==> src/rtl/dp_mbx_irq_pkg.sv <==
package dp_mbx_irq_pkg;
  localparam int unsigned NUM_SIDES = 2;

  typedef enum logic [0:0] {
    SIDE_L = 1'b0,
    SIDE_R = 1'b1
  } side_e;

  // per-side access classification
  typedef struct packed {
    logic post;  // write into partner mailbox, not inhibited
    logic take;  // read of own mailbox
  } mbx_evt_t;

  function automatic int unsigned peer_of(input int unsigned side);
    return (side == 0) ? 1 : 0;
  endfunction
endpackage

==> src/rtl/dp_mbx_decode.sv <==
module dp_mbx_decode
  import dp_mbx_irq_pkg::*;
#(
  parameter int unsigned            ADDR_W    = 14,
  parameter logic [ADDR_W-1:0]      OWN_ADDR  = '1,
  parameter logic [ADDR_W-1:0]      PEER_ADDR = '1
) (
  input  logic              ce_ni,
  input  logic              we_ni,
  input  logic              oe_ni,
  input  logic              busy_ni,
  input  logic [ADDR_W-1:0] addr_i,
  output mbx_evt_t          evt_o
);
  logic sel;
  logic hit_own;
  logic hit_peer;

  assign sel      = ~ce_ni;
  assign hit_own  = (addr_i == OWN_ADDR);
  assign hit_peer = (addr_i == PEER_ADDR);

  always_comb begin
    evt_o      = '0;
    evt_o.post = sel & ~we_ni & busy_ni & hit_peer;
    // read/write level is irrelevant for the clear
    evt_o.take = sel & ~oe_ni & hit_own;
  end
endmodule

==> src/rtl/dp_mbx_flag.sv <==
module dp_mbx_flag (
  input  logic clk_i,
  input  logic rst_ni,
  input  logic set_i,
  input  logic clr_i,
  output logic irq_no
);
  logic flag_q;
  logic flag_d;

  // raise wins over clear so a message posted during a clear survives
  always_comb begin
    flag_d = flag_q;
    if (clr_i) flag_d = 1'b0;
    if (set_i) flag_d = 1'b1;
  end

  always_ff @(posedge clk_i or negedge rst_ni) begin
    if (!rst_ni) flag_q <= 1'b0;
    else         flag_q <= flag_d;
  end

  assign irq_no = ~flag_q;
endmodule

==> src/rtl/dp_mbx_irq.sv <==
module dp_mbx_irq
  import dp_mbx_irq_pkg::*;
#(
  parameter int unsigned ADDR_W = 14
) (
  input  logic              clk_i,
  input  logic              rst_ni,
  input  logic              l_ce_ni,
  input  logic              l_we_ni,
  input  logic              l_oe_ni,
  input  logic              l_busy_ni,
  input  logic [ADDR_W-1:0] l_addr_i,
  input  logic              r_ce_ni,
  input  logic              r_we_ni,
  input  logic              r_oe_ni,
  input  logic              r_busy_ni,
  input  logic [ADDR_W-1:0] r_addr_i,
  output logic              l_irq_no,
  output logic              r_irq_no
);
  localparam logic [ADDR_W-1:0] TOP_ADDR = '1;
  localparam logic [ADDR_W-1:0] MBX_L    = TOP_ADDR - ADDR_W'(1);
  localparam logic [ADDR_W-1:0] MBX_R    = TOP_ADDR;

  logic [NUM_SIDES-1:0]             ce_n;
  logic [NUM_SIDES-1:0]             we_n;
  logic [NUM_SIDES-1:0]             oe_n;
  logic [NUM_SIDES-1:0]             busy_n;
  logic [NUM_SIDES-1:0][ADDR_W-1:0] addr;
  mbx_evt_t [NUM_SIDES-1:0]         evt;
  logic [NUM_SIDES-1:0]             irq_n;

  assign ce_n   = {r_ce_ni,   l_ce_ni};
  assign we_n   = {r_we_ni,   l_we_ni};
  assign oe_n   = {r_oe_ni,   l_oe_ni};
  assign busy_n = {r_busy_ni, l_busy_ni};
  assign addr   = {r_addr_i,  l_addr_i};

  for (genvar s = 0; s < NUM_SIDES; s++) begin : g_side
    localparam logic [ADDR_W-1:0] OWN  = (s == int'(SIDE_L)) ? MBX_L : MBX_R;
    localparam logic [ADDR_W-1:0] PEER = (s == int'(SIDE_L)) ? MBX_R : MBX_L;
    localparam int unsigned       P    = peer_of(s);

    dp_mbx_decode #(
      .ADDR_W   (ADDR_W),
      .OWN_ADDR (OWN),
      .PEER_ADDR(PEER)
    ) i_decode (
      .ce_ni  (ce_n[s]),
      .we_ni  (we_n[s]),
      .oe_ni  (oe_n[s]),
      .busy_ni(busy_n[s]),
      .addr_i (addr[s]),
      .evt_o  (evt[s])
    );

    dp_mbx_flag i_flag (
      .clk_i (clk_i),
      .rst_ni(rst_ni),
      .set_i (evt[P].post),
      .clr_i (evt[s].take),
      .irq_no(irq_n[s])
    );
  end

  assign l_irq_no = irq_n[SIDE_L];
  assign r_irq_no = irq_n[SIDE_R];
endmodule

==> config.mk <==
export PLATFORM = sky130hd
export DESIGN_NAME = dp_mbx_irq
export DESIGN_NICKNAME = d
export VERILOG_FILES = /design/src/rtl/dp_mbx_irq_pkg.sv /design/src/rtl/dp_mbx_decode.sv /design/src/rtl/dp_mbx_flag.sv /design/src/rtl/dp_mbx_irq.sv
export SDC_FILE = /design/constraint.sdc
export NUM_CORES = 1
export LEC_CHECK = 0
export BUFFER_PORTS_ARGS = -buffer_cell sky130_fd_sc_hd__buf_2
export CAP_MARGIN = 20
export CORE_AREA = 2 2 39 41
export CTS_CLUSTER_DIAMETER = 150
export DETAILED_ROUTE_END_ITERATION = 12
export DIE_AREA = 0 0 41 43
export MAX_ROUTING_LAYER = met4
export RECOVER_POWER = 25
export SLEW_MARGIN = 10
export SYNTH_ARGS = -nofsm -noshare
export SYNTH_HDL_FRONTEND = slang
export SYNTH_HIERARCHICAL = 1
export SYNTH_SLANG_ARGS = --single-unit
==> constraint.sdc <==
create_clock -name clk_i -period 0.82 [get_ports clk_i]
set_input_delay 0 -clock clk_i [delete_from_list [all_inputs] [get_ports clk_i]]
set_output_delay 0 -clock clk_i [all_outputs]
set_load 0.1 [all_outputs]
==> impl_summary.md, run 1 <==
Die
The number of top-level design ports is 40. The height of the chip is roughly 43 um. The die area is around 1800 um2. The number of placement rows is 14.

The total area inside the core boundary comes to around 1400 um2. The horizontal extent of the die is 41 um. For this configuration, the core starts out at a cell density of 0.133.

Outcome
The run finished, with violations left. The final reports fail on setup timing.

Placement
The instance area after placement is roughly 440 um2. Port buffering added 39 buffers. Once placement completed, the tool counted placed cells totaling 76.

At the end of routability-driven placement, the weighted congestion stood at 0.621. Prior to clock tree synthesis, the placed netlist has a worst setup slack of -181 ps.

Synth
The synthesized area divided by synthesized cell count is a little under 9 um2. The proportion of synthesized chip area in sequential cells is 0.272. The Yosys step of the flow raised 6 warnings. The synthesized design contains 2 register bits.

The netlist uses 12 different library cells. The post-synthesis cell type with the largest combined area is sky130_fd_sc_hd__dfrtp_1. The cell area after synthesis is between 150 and 200 um2.

In this run, synthesis inferred 0 flip-flops with an integrated enable. After synthesis, the cell types taking the most area are sky130_fd_sc_hd__dfrtp_1, sky130_fd_sc_hd__nand4_1, sky130_fd_sc_hd__o21bai_2, sky130_fd_sc_hd__nand4b_1, sky130_fd_sc_hd__nor3b_2. The top cell type's share of synthesized area is 0.272.

The most common cell in the synthesized netlist is sky130_fd_sc_hd__nand4_1. The async set-reset flop share out of synthesis is 1.00. The total nets after synthesis is 59. The most used flip-flop cell after synthesis is sky130_fd_sc_hd__dfrtp_1.

The post-synthesis cell count is 21.

STA
The actual transition at the worst max-transition pin is between 200 and 250 ps. The minimum clock period is roughly 860 ps. The worst-case setup margin in the final layout is -41.8 ps.

The number of max-slew violations in the final report came to 0. Setup repair after global routing could not meet its margin everywhere. The worst-case clock skew is 0 ps. In the finished design, the share of the clock period the worst path needs comes to 1.05. The final hold slack is between 40 and 50 ps. The final-report setup violation count is 2. Static timing analysis puts the maximum clock frequency at 1160 MHz. The summed negative setup slack over all endpoints is -82.4 ps.

The tightest slew margin relative to the limit is 0.851. The number of hold violations in the final report is 0.

Clock network
The clock slew seen by the registers of the worst setup and hold paths is 30 ps. The CTS tree is done. The clock tree root driver cell is sky130_fd_sc_hd__clkbuf_4. The clock sink count is 2. In this run, CTS created clock tree buffers numbering 3. The depth of the CTS H-tree is 1. No sink is reached through more buffers than the 2 on the longest clock path.

For the worst-skew pair, the clock arrives at the later sink with an insertion delay of approximately 220 ps.

Finish
The register with the most flip-flops in the layout has 2 of them. The finished cells cover roughly 500 um2. The largest registers in the layout are g_side.i_flag/flag_q x2. The total area of multi-input combinational cells is ~140 um2.

After filler insertion, the fill cell instance count of the layout stands at ~150. The proportion of layout cells with a drive suffix above 1 is 0.758. The final-stage net count is 106.

The number of inserted diodes is 0. The final standard cell count with taps included and fillers excluded is 82. From synthesis to final layout, the design area changed by 169%.

The most flop-heavy register is g_side.i_flag/flag_q. The sequential cell area in the final layout is between 50 and 60 um2.

GRT
The number of antenna violations at the first check in global routing is 0. The number of global-route vias before repair was approximately 360. The overflow left after global routing is 0.

The maximum number of pins on one net before global-route repair is 3. The first-pass GRT wire length is 1040 um. In the global route stage, overall resource usage came out at 0.0893.

Critical path
The peak per-stage delay on the critical path is about 360 ps. STA classifies the critical path startpoint as a flip-flop. The cell at the slowest stage of the critical path is sky130_fd_sc_hd__dfrtp_1. The largest driver fanout on the critical path is 2.

The setup check on the worst reg-to-reg path leaves a slack of about 50 ps. The data required time of the critical path is about 820 ps. The type of element capturing the critical path is a primary output. By startpoint and endpoint, the worst setup path is classified as flip-flop to primary output. For the worst setup path, the data arrival time is around 860 ps. Walking the worst path, the cells encountered are clkinvlp_4, buf_12.

Route
The detail route stage leaves a number of antenna-violating nets equal to 0. The routed layout has 334 vias. The per-cell via count in the routed design is 4.07.

The wire length after detailed routing is 688 um. The first-pass detailed-route iteration total is 1. For this run, design rule violations remaining after detail routing come to 0. After the first detailed-routing iteration, the DRC count stood at 0. The detailed-route wire length per cell is 8.39 um.

Pwr
In this run the static leakage power is approximately 0.00024 uW. The maximum ir drop on the vdd rail is approximately 0.24 mV. The power per unit of standard cell area is between 800 and 900 nW/um2.

Flow run
The reported max-cap violation count is 0.

Min path
The worst hold path belongs to the class input pin to flip-flop.
[timing repair]
item | 4_1_cts | 5_1_grt
endpoints found under the hold margin | 2 | 0
hold buffers | 1 | 0
buffers inserted | 2 | 0
resized for setup | 0 | 2
setup endpoints to repair | 2 | 4
gates cloned | 0 | 0
[cells by family after synthesis]
kind of cell           Yosys count  synth area share
buffers and inverters            2            0.0408
AOI/OAI and AO/OA                2             0.122
and+or+nand+nor                 15             0.565
DFF                              2             0.272
[cells in the final DEF, fill, tap and decap left out]
cell type,synthesis,routed
sky130_fd_sc_hd__buf_12,0,2
sky130_fd_sc_hd__and3b_1,1,1
sky130_fd_sc_hd__buf_2,0,36
sky130_fd_sc_hd__o21bai_2,2,2
sky130_fd_sc_hd__nor2_1,1,1
sky130_fd_sc_hd__nand2_1,2,2
sky130_fd_sc_hd__nand4b_1,2,2
sky130_fd_sc_hd__dlygate4sd3_1,0,1
sky130_fd_sc_hd__nand4_1,4,4
sky130_fd_sc_hd__nor3b_2,1,1
sky130_fd_sc_hd__clkbuf_1,0,1
sky130_fd_sc_hd__clkinvlp_4,0,2
sky130_fd_sc_hd__clkbuf_4,0,3
sky130_fd_sc_hd__nor4_2,0,2
sky130_fd_sc_hd__dfrtp_1,2,2
sky130_fd_sc_hd__and4b_1,1,1
sky130_fd_sc_hd__and3_1,1,1
sky130_fd_sc_hd__buf_4,0,2
[through the flow]
stage / util / power, uW
finish: 0.358 / 417
global route: 0.358 / 446
CTS: 0.350 / 431
detailed placement: 0.316 / 200
global placement: 0.316 / 197
floorplan: - / 112
[where the power goes]
group | internal, uW | switching, uW
Sequential | 99.6 | 0.0945
Combinational | 71.2 | 32.7
Clock | 161 | 52.1
Total | 332 | 85.0
[final timing paths]
kind,start,end,depth (start not counted)
min in group asynchronous,rst_ni,g_side[1].i_flag/flag_q,2
setup reg to reg,g_side[0].i_flag/flag_q,g_side[0].i_flag/flag_q,3
setup / recovery,g_side[0].i_flag/flag_q,l_irq_no,2
max in group asynchronous,rst_ni,g_side[0].i_flag/flag_q,2
hold / removal,l_oe_ni,g_side[0].i_flag/flag_q,3
hold reg to reg,g_side[1].i_flag/flag_q,g_side[1].i_flag/flag_q,3
[routing by layer]
metal  vias to the layer above  part of all wire  track usage  wire (um)
li1                        174                 -            -          -
met3                         0              0.14            0         99
met5                         -                 0            -          0
met1                       133              0.32       0.0575        221
met2                        27              0.53        0.178        367
met4                         0                 0       0.0800          0
[final cells by class]
type / instances / area share
Multi-Input combinational cell: 17 / 0.280
Clock buffer: 3 / 0.0455
Sequential cell: 2 / 0.101
Timing Repair Buffer: 42 / 0.503
Inverter: 2 / 0.0303
Tap cell: 16 / 0.0404
[critical path, delay by kind of cell (launching register included)]
family	cells	cell delay [ps]
buffers and inverters	2	280
DFF	1	360
Note: power is estimated with default switching activity, not from simulation.
==> inputs of run 2 (changes only) <==
--- a/config.mk
+++ b/config.mk
@@ -5,6 +5,7 @@
 export SDC_FILE = /design/constraint.sdc
 export NUM_CORES = 1
 export LEC_CHECK = 0
+export ABC_AREA = 1
 export BUFFER_PORTS_ARGS = -buffer_cell sky130_fd_sc_hd__buf_2
 export CAP_MARGIN = 20
 export CORE_AREA = 2 2 39 41
==> impl_summary.md, run 2 <==
Critical path
The path type of the worst setup path is flip-flop to primary output (unchanged). The family of cells with the greatest summed delay on the critical path is flip-flops (unchanged). The data required time of the critical path is 820 ps (about the same).

Cell Chain, Critical Path: clkinvlp_4, buf_12 (unchanged). The number of buffer and inverter stages on the critical path was 2 (unchanged). The critical path data arrival time came to 900 ps (was 860 ps).

The largest driver fanout on the critical path came to 2 (unchanged). The peak per-stage delay on the critical path is 390 ps (was 360 ps). The type of element launching the critical path is a flip-flop (unchanged). The cell at the slowest stage of the critical path is sky130_fd_sc_hd__dfrtp_1 (unchanged).

The type of element capturing the critical path is a primary output (unchanged).

GRT
The maximum number of pins on one net before global-route repair is 3 (unchanged). The first-pass GRT wire length was 1400 um (was 1040 um). The overall track demand over capacity in global routing is 0.120 (was 0.0893). The number of antenna violations at the first check in global routing is 0 (unchanged). The number of global-route vias before repair is 441 (was 358).

The overflow left after global routing was 0 (unchanged).

Placement
Detailed placement ended at an HPWL of between 700 and 800 um. The global placer's final weighted congestion is 0.672 (was 0.621). The number of I/O port buffers is 39 (unchanged). The instance count after placement with tap cells included was 112 (was 76).

STA
The number of max-slew violations in the final report came to 0 (unchanged). The tightest slew margin relative to the limit came to 0.902 (was 0.851). The actual transition at the worst max-transition pin is 147 ps (was 222 ps).

The worst-case setup margin in the final layout is -82.2 ps (was -41.8 ps). The final-report setup violation count was 3 (was 2). The portion of the clock cycle consumed by the worst path in the final layout is 1.10 (was 1.05). The summed negative setup slack over all endpoints is -192 ps (was -82.4 ps). The maximum frequency from static timing analysis was 1110 MHz (was 1160 MHz). Setup repair after global routing missed its margin: yes (unchanged). The worst-case clock skew is 0 ps (unchanged). The final hold slack is 97.5 ps (was 48.7 ps).

The minimum clock period is 902 ps (was 862 ps). The number of hold violations in the final report was 0 (unchanged).

Finish
Biggest registers after layout: g_side.i_flag/flag_q x2 (unchanged). The final core utilization came to 0.420 (was 0.358). The number of inserted diodes is 0 (unchanged).

The most flop-heavy register is g_side.i_flag/flag_q (unchanged). The total area of multi-input combinational cells was 168 um2 (was 139 um2). The proportion of layout cells with a drive suffix above 1 came to 0.485 (was 0.758).

The sequential cell area in the final layout is 50.0 um2 (unchanged). The area growth from synthesis to final layout is 112% (was 169%). The filler cell count came to 155 (was 149). The flip-flop count of the largest register after layout is 2 (unchanged). The final standard cell count with taps included and fillers excluded was 119 (was 82). The most common cell after layout, fill and taps aside is sky130_fd_sc_hd__buf_2 (unchanged). Most frequent cells in the layout: sky130_fd_sc_hd__buf_2, sky130_fd_sc_hd__nand2_1, sky130_fd_sc_hd__inv_1, sky130_fd_sc_hd__nor2_1, sky130_fd_sc_hd__nand3_1 (was sky130_fd_sc_hd__buf_2, sky130_fd_sc_hd__nand4_1, sky130_fd_sc_hd__clkbuf_4). The final-stage net count is 143 (was 106).

Clock network
The clock slew seen by the registers of the worst setup and hold paths is 30 ps (about the same). The CTS tree was done (unchanged). The number of buffers created by CTS is 3 (unchanged).

The clock tree root driver cell is sky130_fd_sc_hd__clkbuf_4 (unchanged). The maximum buffer depth of the clock tree came to 2 (unchanged). The insertion delay of the later-clocked pin in the worst-skew pair was 220 ps (about the same). The total of cells resized after clock tree synthesis is 0 (unchanged).

The clock sink count is 2 (unchanged). The depth of the CTS H-tree was 1 (unchanged).

Pwr
The maximum ir drop on the vdd rail is 0.210 mV (was 0.241 mV). The power per unit of standard cell area is 762 nW/um2 (was 841 nW/um2). The reported leakage power is 0.000345 uW (was 0.000242 uW).

Die
The effective utilization at floorplan is 0.198 (was 0.133). The total core area was 1380 um2 (unchanged). The horizontal extent of the die is 41 um (unchanged). The number of placement rows is 14 (unchanged). The height of the chip is 43 um (unchanged). The die area came to 1760 um2 (unchanged). The number of top-level design ports is 40 (unchanged).

Route
The first-pass detailed-route iteration total is 4 (was 1). The violation count after the first detailed-routing iteration was 5 (was 0). The detailed-route wire length per cell is 6.76 um (was 8.39 um). The detailed-route DRC error count is 0 (unchanged).

The per-cell via count in the routed design came to 4.04 (was 4.07). The number of nets still failing antenna checks after routing is 0 (unchanged). The detailed-route via count was 481 (was 334). The wire length after detailed routing is 804 um (was 688 um).

Synth
The most frequent cell after synthesis is sky130_fd_sc_hd__nand2_1 (was sky130_fd_sc_hd__nand4_1). The proportion of synthesized chip area in sequential cells is 0.183 (was 0.272). The total nets after synthesis is 95 (was 59). Synth top area cells: sky130_fd_sc_hd__nand2_1, sky130_fd_sc_hd__inv_1, sky130_fd_sc_hd__dfrtp_1, sky130_fd_sc_hd__nor2_1, sky130_fd_sc_hd__nand3_1 (was sky130_fd_sc_hd__dfrtp_1, sky130_fd_sc_hd__nand4_1, sky130_fd_sc_hd__o21bai_2, sky130_fd_sc_hd__nand4b_1, sky130_fd_sc_hd__nor3b_2). Counting instances in the post-synthesis netlist gives the leading cell types as sky130_fd_sc_hd__nand2_1, sky130_fd_sc_hd__inv_1, sky130_fd_sc_hd__nor2_1.

The post-synthesis adder-cell area fraction is 0 (unchanged). The flop and latch count out of synthesis was 2 (unchanged). The number of enable-type register cells in the synthesized netlist is 0 (unchanged). The share of synthesized area spent on multiplexers is 0 (unchanged). The xor/xnor share of the synthesized area came to 0 (unchanged). The post-synthesis cell count is 57 (was 21).

The area fraction in compound gates after synthesis is 0 (was 0.122). The cell area after synthesis is 274 um2 (was 184 um2). The top cell type's share of synthesized area came to 0.274 (was 0.272). The async set-reset flop share out of synthesis is 1.00 (unchanged). The count of distinct cell types in the synthesized netlist is 6 (was 12). The post-synthesis cell type with the largest combined area is sky130_fd_sc_hd__nand2_1 (was sky130_fd_sc_hd__dfrtp_1). The most used flip-flop cell after synthesis was sky130_fd_sc_hd__dfrtp_1 (unchanged). The simple-gate area share of the yosys netlist came to 0.612 (was 0.565). The combinational family with the most area after synthesis was simple AND/OR/NAND/NOR gates (unchanged). The warning count from the yosys run is 6 (unchanged). The synthesized area divided by synthesized cell count was 4.81 um2 (was 8.76 um2).

Outcome
Violated checks: setup timing (unchanged). Outcome: finished with violations (unchanged).

Flow run
The reported max-cap violation count is 0 (unchanged).

Min path
The class of the tightest hold or removal check is input pin to asynchronous set/reset pin (was input pin to flip-flop).
[run 2: cell types whose count changed after synthesis, moves of 2 or more]
cell and delta:
sky130_fd_sc_hd__inv_1 +13, sky130_fd_sc_hd__nand2_1 +18, sky130_fd_sc_hd__nand3_1 +6, sky130_fd_sc_hd__nand4_1 -4, sky130_fd_sc_hd__nand4b_1 -2, sky130_fd_sc_hd__nor2_1 +9
sky130_fd_sc_hd__nor2_2 +4, sky130_fd_sc_hd__nor4_1 -2, sky130_fd_sc_hd__o21bai_2 -2
[run 2: metrics by stage]
| step | total power (uW) | area [um2] | setup slack [ps] |
|---|---|---|---|
| floorplan | 141 | 282 | 38.6 |
| global placement | 226 | 527 | 140 |
| detailed placement | 230 | 527 | 108 |
| CTS | 460 | 567 | -85.7 |
| global route | 498 | 581 | -112 |
| finish | 442 | 581 | -82.2 |
[run 2: cell families (layout without fill, tap and decap cells)]
group	after synthesis	count (layout)
buf+inv	15	61
simple gates	40	40
flops	2	2
[run 2: path summary, 6_finish.rpt]
check,from,to,slack (ps),depth (start not counted)
worst min-delay path,rst_ni,g_side[1].i_flag/flag_q,100,2
worst min register to register,g_side[0].i_flag/flag_q,g_side[0].i_flag/flag_q,650,3
min in group clk_i,l_addr_i[9],g_side[1].i_flag/flag_q,140,5
worst max-delay path,g_side[0].i_flag/flag_q,l_irq_no,-80,2
worst max register to register,g_side[1].i_flag/flag_q,g_side[1].i_flag/flag_q,-40,4
max in group asynchronous,rst_ni,g_side[0].i_flag/flag_q,590,2
[run 2: timing repair]
action                                  CTS  global route
setup buffers                             1             2
endpoints found under the hold margin     2             0
hold buffers                              1             0
endpoints found under the setup margin    2             2
[run 2: area by class of cell]
| cell class | count | share of cell area |
|---|---|---|
| clock buffers | 3 | 0.0388 |
| inverters | 15 | 0.110 |
| multi-input cells | 40 | 0.289 |
| flip-flops and latches | 2 | 0.0862 |
| well taps | 16 | 0.0345 |
| repair buffers | 43 | 0.442 |
[run 2: where the power goes]
| part | total (uW) | switching, uW | leakage [uW] | internal, uW |
|---|---|---|---|---|
| clock network | 213 | 51.6 | 0.0000138 | 161 |
| registers | 99.6 | 0.0743 | 0.0000280 | 99.6 |
| logic | 130 | 50.0 | 0.000303 | 80.1 |
[run 2: routing by layer]
layer  share of wire  track usage  up-vias
met5               0            -        -
met4           0.017       0.0933        0
met3           0.056       0.0314        2
met2            0.60        0.209       12
met1            0.33       0.0952      212
li1                -            -      255
==> inputs of run 3 (changes only) <==
--- a/config.mk
+++ b/config.mk
@@ -12,6 +12,7 @@
 export CTS_CLUSTER_DIAMETER = 150
 export DETAILED_ROUTE_END_ITERATION = 12
 export DIE_AREA = 0 0 41 43
+export GPL_TIMING_DRIVEN = 0
 export MAX_ROUTING_LAYER = met4
 export RECOVER_POWER = 25
 export SLEW_MARGIN = 10
==> impl_summary.md, run 3 (same netlist as run 2, synthesis figures left out) <==
Finish
The flip-flop count of the largest register after layout is 2 (unchanged). The area growth from synthesis to final layout is 109% (was 112%). The most common cell after layout, fill and taps aside is sky130_fd_sc_hd__buf_2 (unchanged).

The filler cell count is 171 (was 155). The number of inserted diodes came to 0 (unchanged). The most flop-heavy register was g_side.i_flag/flag_q (unchanged). The proportion of layout cells with a drive suffix above 1 is 0.480 (was 0.485). Biggest registers after layout: g_side.i_flag/flag_q x2 (unchanged). The final standard cell count with taps included and fillers excluded is 118 (was 119).

The final-stage net count is 142 (was 143). Most frequent cells in the layout: sky130_fd_sc_hd__buf_2, sky130_fd_sc_hd__nand2_1, sky130_fd_sc_hd__inv_1, sky130_fd_sc_hd__nor2_1, sky130_fd_sc_hd__nand3_1 (unchanged).

Critical path
The largest driver fanout on the critical path is 2 (unchanged). Cell Chain, Critical Path: clkinvlp_4, buf_12 (unchanged). The end of the worst register-to-register path was g_side[1].i_flag/flag_q (unchanged). The type of element launching the critical path is a flip-flop (unchanged). The type of element capturing the critical path is a primary output (unchanged). The path depth of the worst reg2reg path is 3 (was 4). The cell at the slowest stage of the critical path was sky130_fd_sc_hd__dfrtp_1 (unchanged). The worst setup slack for register-to-register paths was 70 ps (was -40 ps). The reg-to-reg critical path startpoint was g_side[1].i_flag/flag_q (unchanged). The data required time of the critical path is 820 ps (about the same).

The peak per-stage delay on the critical path is 380 ps (was 390 ps). The path type of the worst setup path is flip-flop to primary output (unchanged). The critical path data arrival time is 900 ps (about the same).

Die
The horizontal extent of the die is 41 um (unchanged). The number of top-level design ports is 40 (unchanged). The height of the chip was 43 um (unchanged).

The effective utilization at floorplan was 0.198 (unchanged). The die area is 1760 um2 (unchanged). The total core area is 1380 um2 (unchanged). The number of placement rows is 14 (unchanged).

STA
Setup repair after global routing missed its margin: yes (unchanged). The worst-case clock skew is 0 ps (unchanged). The minimum clock period is 898 ps (was 902 ps).

The actual transition at the worst max-transition pin is 137 ps (was 147 ps). The tightest slew margin relative to the limit is 0.908 (was 0.902). The portion of the clock cycle consumed by the worst path in the final layout is 1.10 (about the same). The final hold slack was 99.3 ps (was 97.5 ps). The worst-case setup margin in the final layout is -78.3 ps (was -82.2 ps). The final-report setup violation count came to 2 (was 3). The maximum frequency from static timing analysis was 1110 MHz (about the same). The number of max-slew violations in the final report was 0 (unchanged).

The number of hold violations in the final report was 0 (unchanged).

Pwr
The internal cell power came to 341 uW (about the same). The register share of total power is 0.224 (was 0.225). The portion of total power attributed to the clock network was 0.482 (was 0.481). The switching power is 103 uW (was 102 uW). The power per unit of standard cell area is 775 nW/um2 (was 762 nW/um2). The maximum ir drop on the vdd rail is 0.176 mV (was 0.210 mV). The fraction of power spent switching nets is 0.233 (was 0.230). The reported leakage power is 0.000339 uW (was 0.000345 uW). The combinational fraction of design power is 0.293 (was 0.294).

Flow run
The reported max-cap violation count was 0 (unchanged).

Route
The detailed-route via count is 453 (was 481). The violation count after the first detailed-routing iteration is 3 (was 5). The detailed-route DRC error count was 0 (unchanged). The number of nets still failing antenna checks after routing is 0 (unchanged). The first-pass detailed-route iteration total came to 3 (was 4). The detailed-route wire length per cell came to 6.94 um (was 6.76 um). The per-cell via count in the routed design is 3.84 (was 4.04). The wire length after detailed routing is 819 um (was 804 um).

Placement
The number of I/O port buffers was 39 (unchanged). The instance count after placement with tap cells included is 112 (unchanged). The post-detailed-placement half-perimeter wirelength is 750 um (was 734 um).

The global placer's final weighted congestion is 0.638 (was 0.672).

GRT
The maximum number of pins on one net before global-route repair was 3 (unchanged). The number of global-route vias before repair is 397 (was 441). The number of antenna violations at the first check in global routing came to 0 (unchanged). The overall track demand over capacity in global routing was 0.117 (was 0.120). The first-pass GRT wire length is 1370 um (was 1400 um). The overflow left after global routing was 0 (unchanged).

Clock network
The number of buffers created by CTS is 3 (unchanged). The CTS tree is done (unchanged). The maximum buffer depth of the clock tree is 2 (unchanged). The insertion delay of the later-clocked pin in the worst-skew pair is 220 ps (about the same). The clock tree root driver cell is sky130_fd_sc_hd__clkbuf_4 (unchanged).

The clock slew seen by the registers of the worst setup and hold paths is 30 ps (about the same). The depth of the CTS H-tree is 1 (unchanged). The clock sink count is 2 (unchanged).

Outcome
Violated checks: setup timing (unchanged). Outcome: finished with violations (unchanged).

Min path
The class of the tightest hold or removal check is input pin to asynchronous set/reset pin (unchanged).
==> run 3: cell count changes in the layout (fill, tap and decap cells not counted), sizes merged <==
| cell | previous run | this run |
|---|---|---|
| buf | 41 | 40 |
==> run 3: power groups by stage <==
stage                     clock network (uW)  logic (uW)  registers [uW]
after floorplan                            0        39.9             101
after global placement                     0         124             101
after detailed placement                   0         129             101
after CTS                                225         133            99.6
after global routing                     243         152            99.5
final                                    214         130            99.6
==> run 3: cell type report <==
class / count / area, um2 / area share
Timing Repair Buffer: 42 / 249 / 0.434
Multi-Input combinational cell: 40 / 168 / 0.293
Inverter: 15 / 63.8 / 0.111
Sequential cell: 2 / 50.0 / 0.0873
Clock buffer: 3 / 22.5 / 0.0393
Tap cell: 16 / 20.0 / 0.0349
==> run 3: per-layer routing <==
layer / track usage / share of wire
met5: - / 0
met4: 0.0800 / 0
met3: 0.0157 / 0.044
met2: 0.206 / 0.62
met1: 0.105 / 0.34
==> run 3: how the worst max path moves through the flow <==
stage,startpoint,to,cells past startpoint
finish,g_side[0].i_flag/flag_q,l_irq_no,2
global route,g_side[0].i_flag/flag_q,l_irq_no,2
CTS,g_side[0].i_flag/flag_q,l_irq_no,2
detailed placement,g_side[0].i_flag/flag_q,l_irq_no,2
global placement,g_side[0].i_flag/flag_q,l_irq_no,2
floorplan,g_side[0].i_flag/flag_q,l_irq_no,1
==> run 3: metrics by stage <==
| step | setup slack (ps) | power (uW) | util | area, um2 | setup TNS [ps] |
|---|---|---|---|---|---|
| final | -78.3 | 444 | 0.414 | 573 | -151 |
| after floorplan | 38.6 | 141 | - | 282 | 0 |
| after global routing | -118 | 495 | 0.414 | 573 | -233 |
| after detailed placement | -49.5 | 230 | 0.359 | 497 | -98.5 |
| after CTS | -86.8 | 457 | 0.406 | 562 | -169 |
| after global placement | -39.5 | 225 | 0.359 | 497 | -77.8 |
==> run 3: critical path, delay by kind of cell, from the launching register on <==
| kind | cells | cell delay (ps) |
|---|---|---|
| flops | 1 | 380 |
| buf+inv | 2 | 290 |
==> run 3: timing repair <==
action,4_1_cts,5_1_grt
buffers inserted,1,1
gates cloned,0,0
endpoints found under the setup margin,2,2
resized for setup,7,1
hold buffers,1,0
hold endpoints to repair,2,0
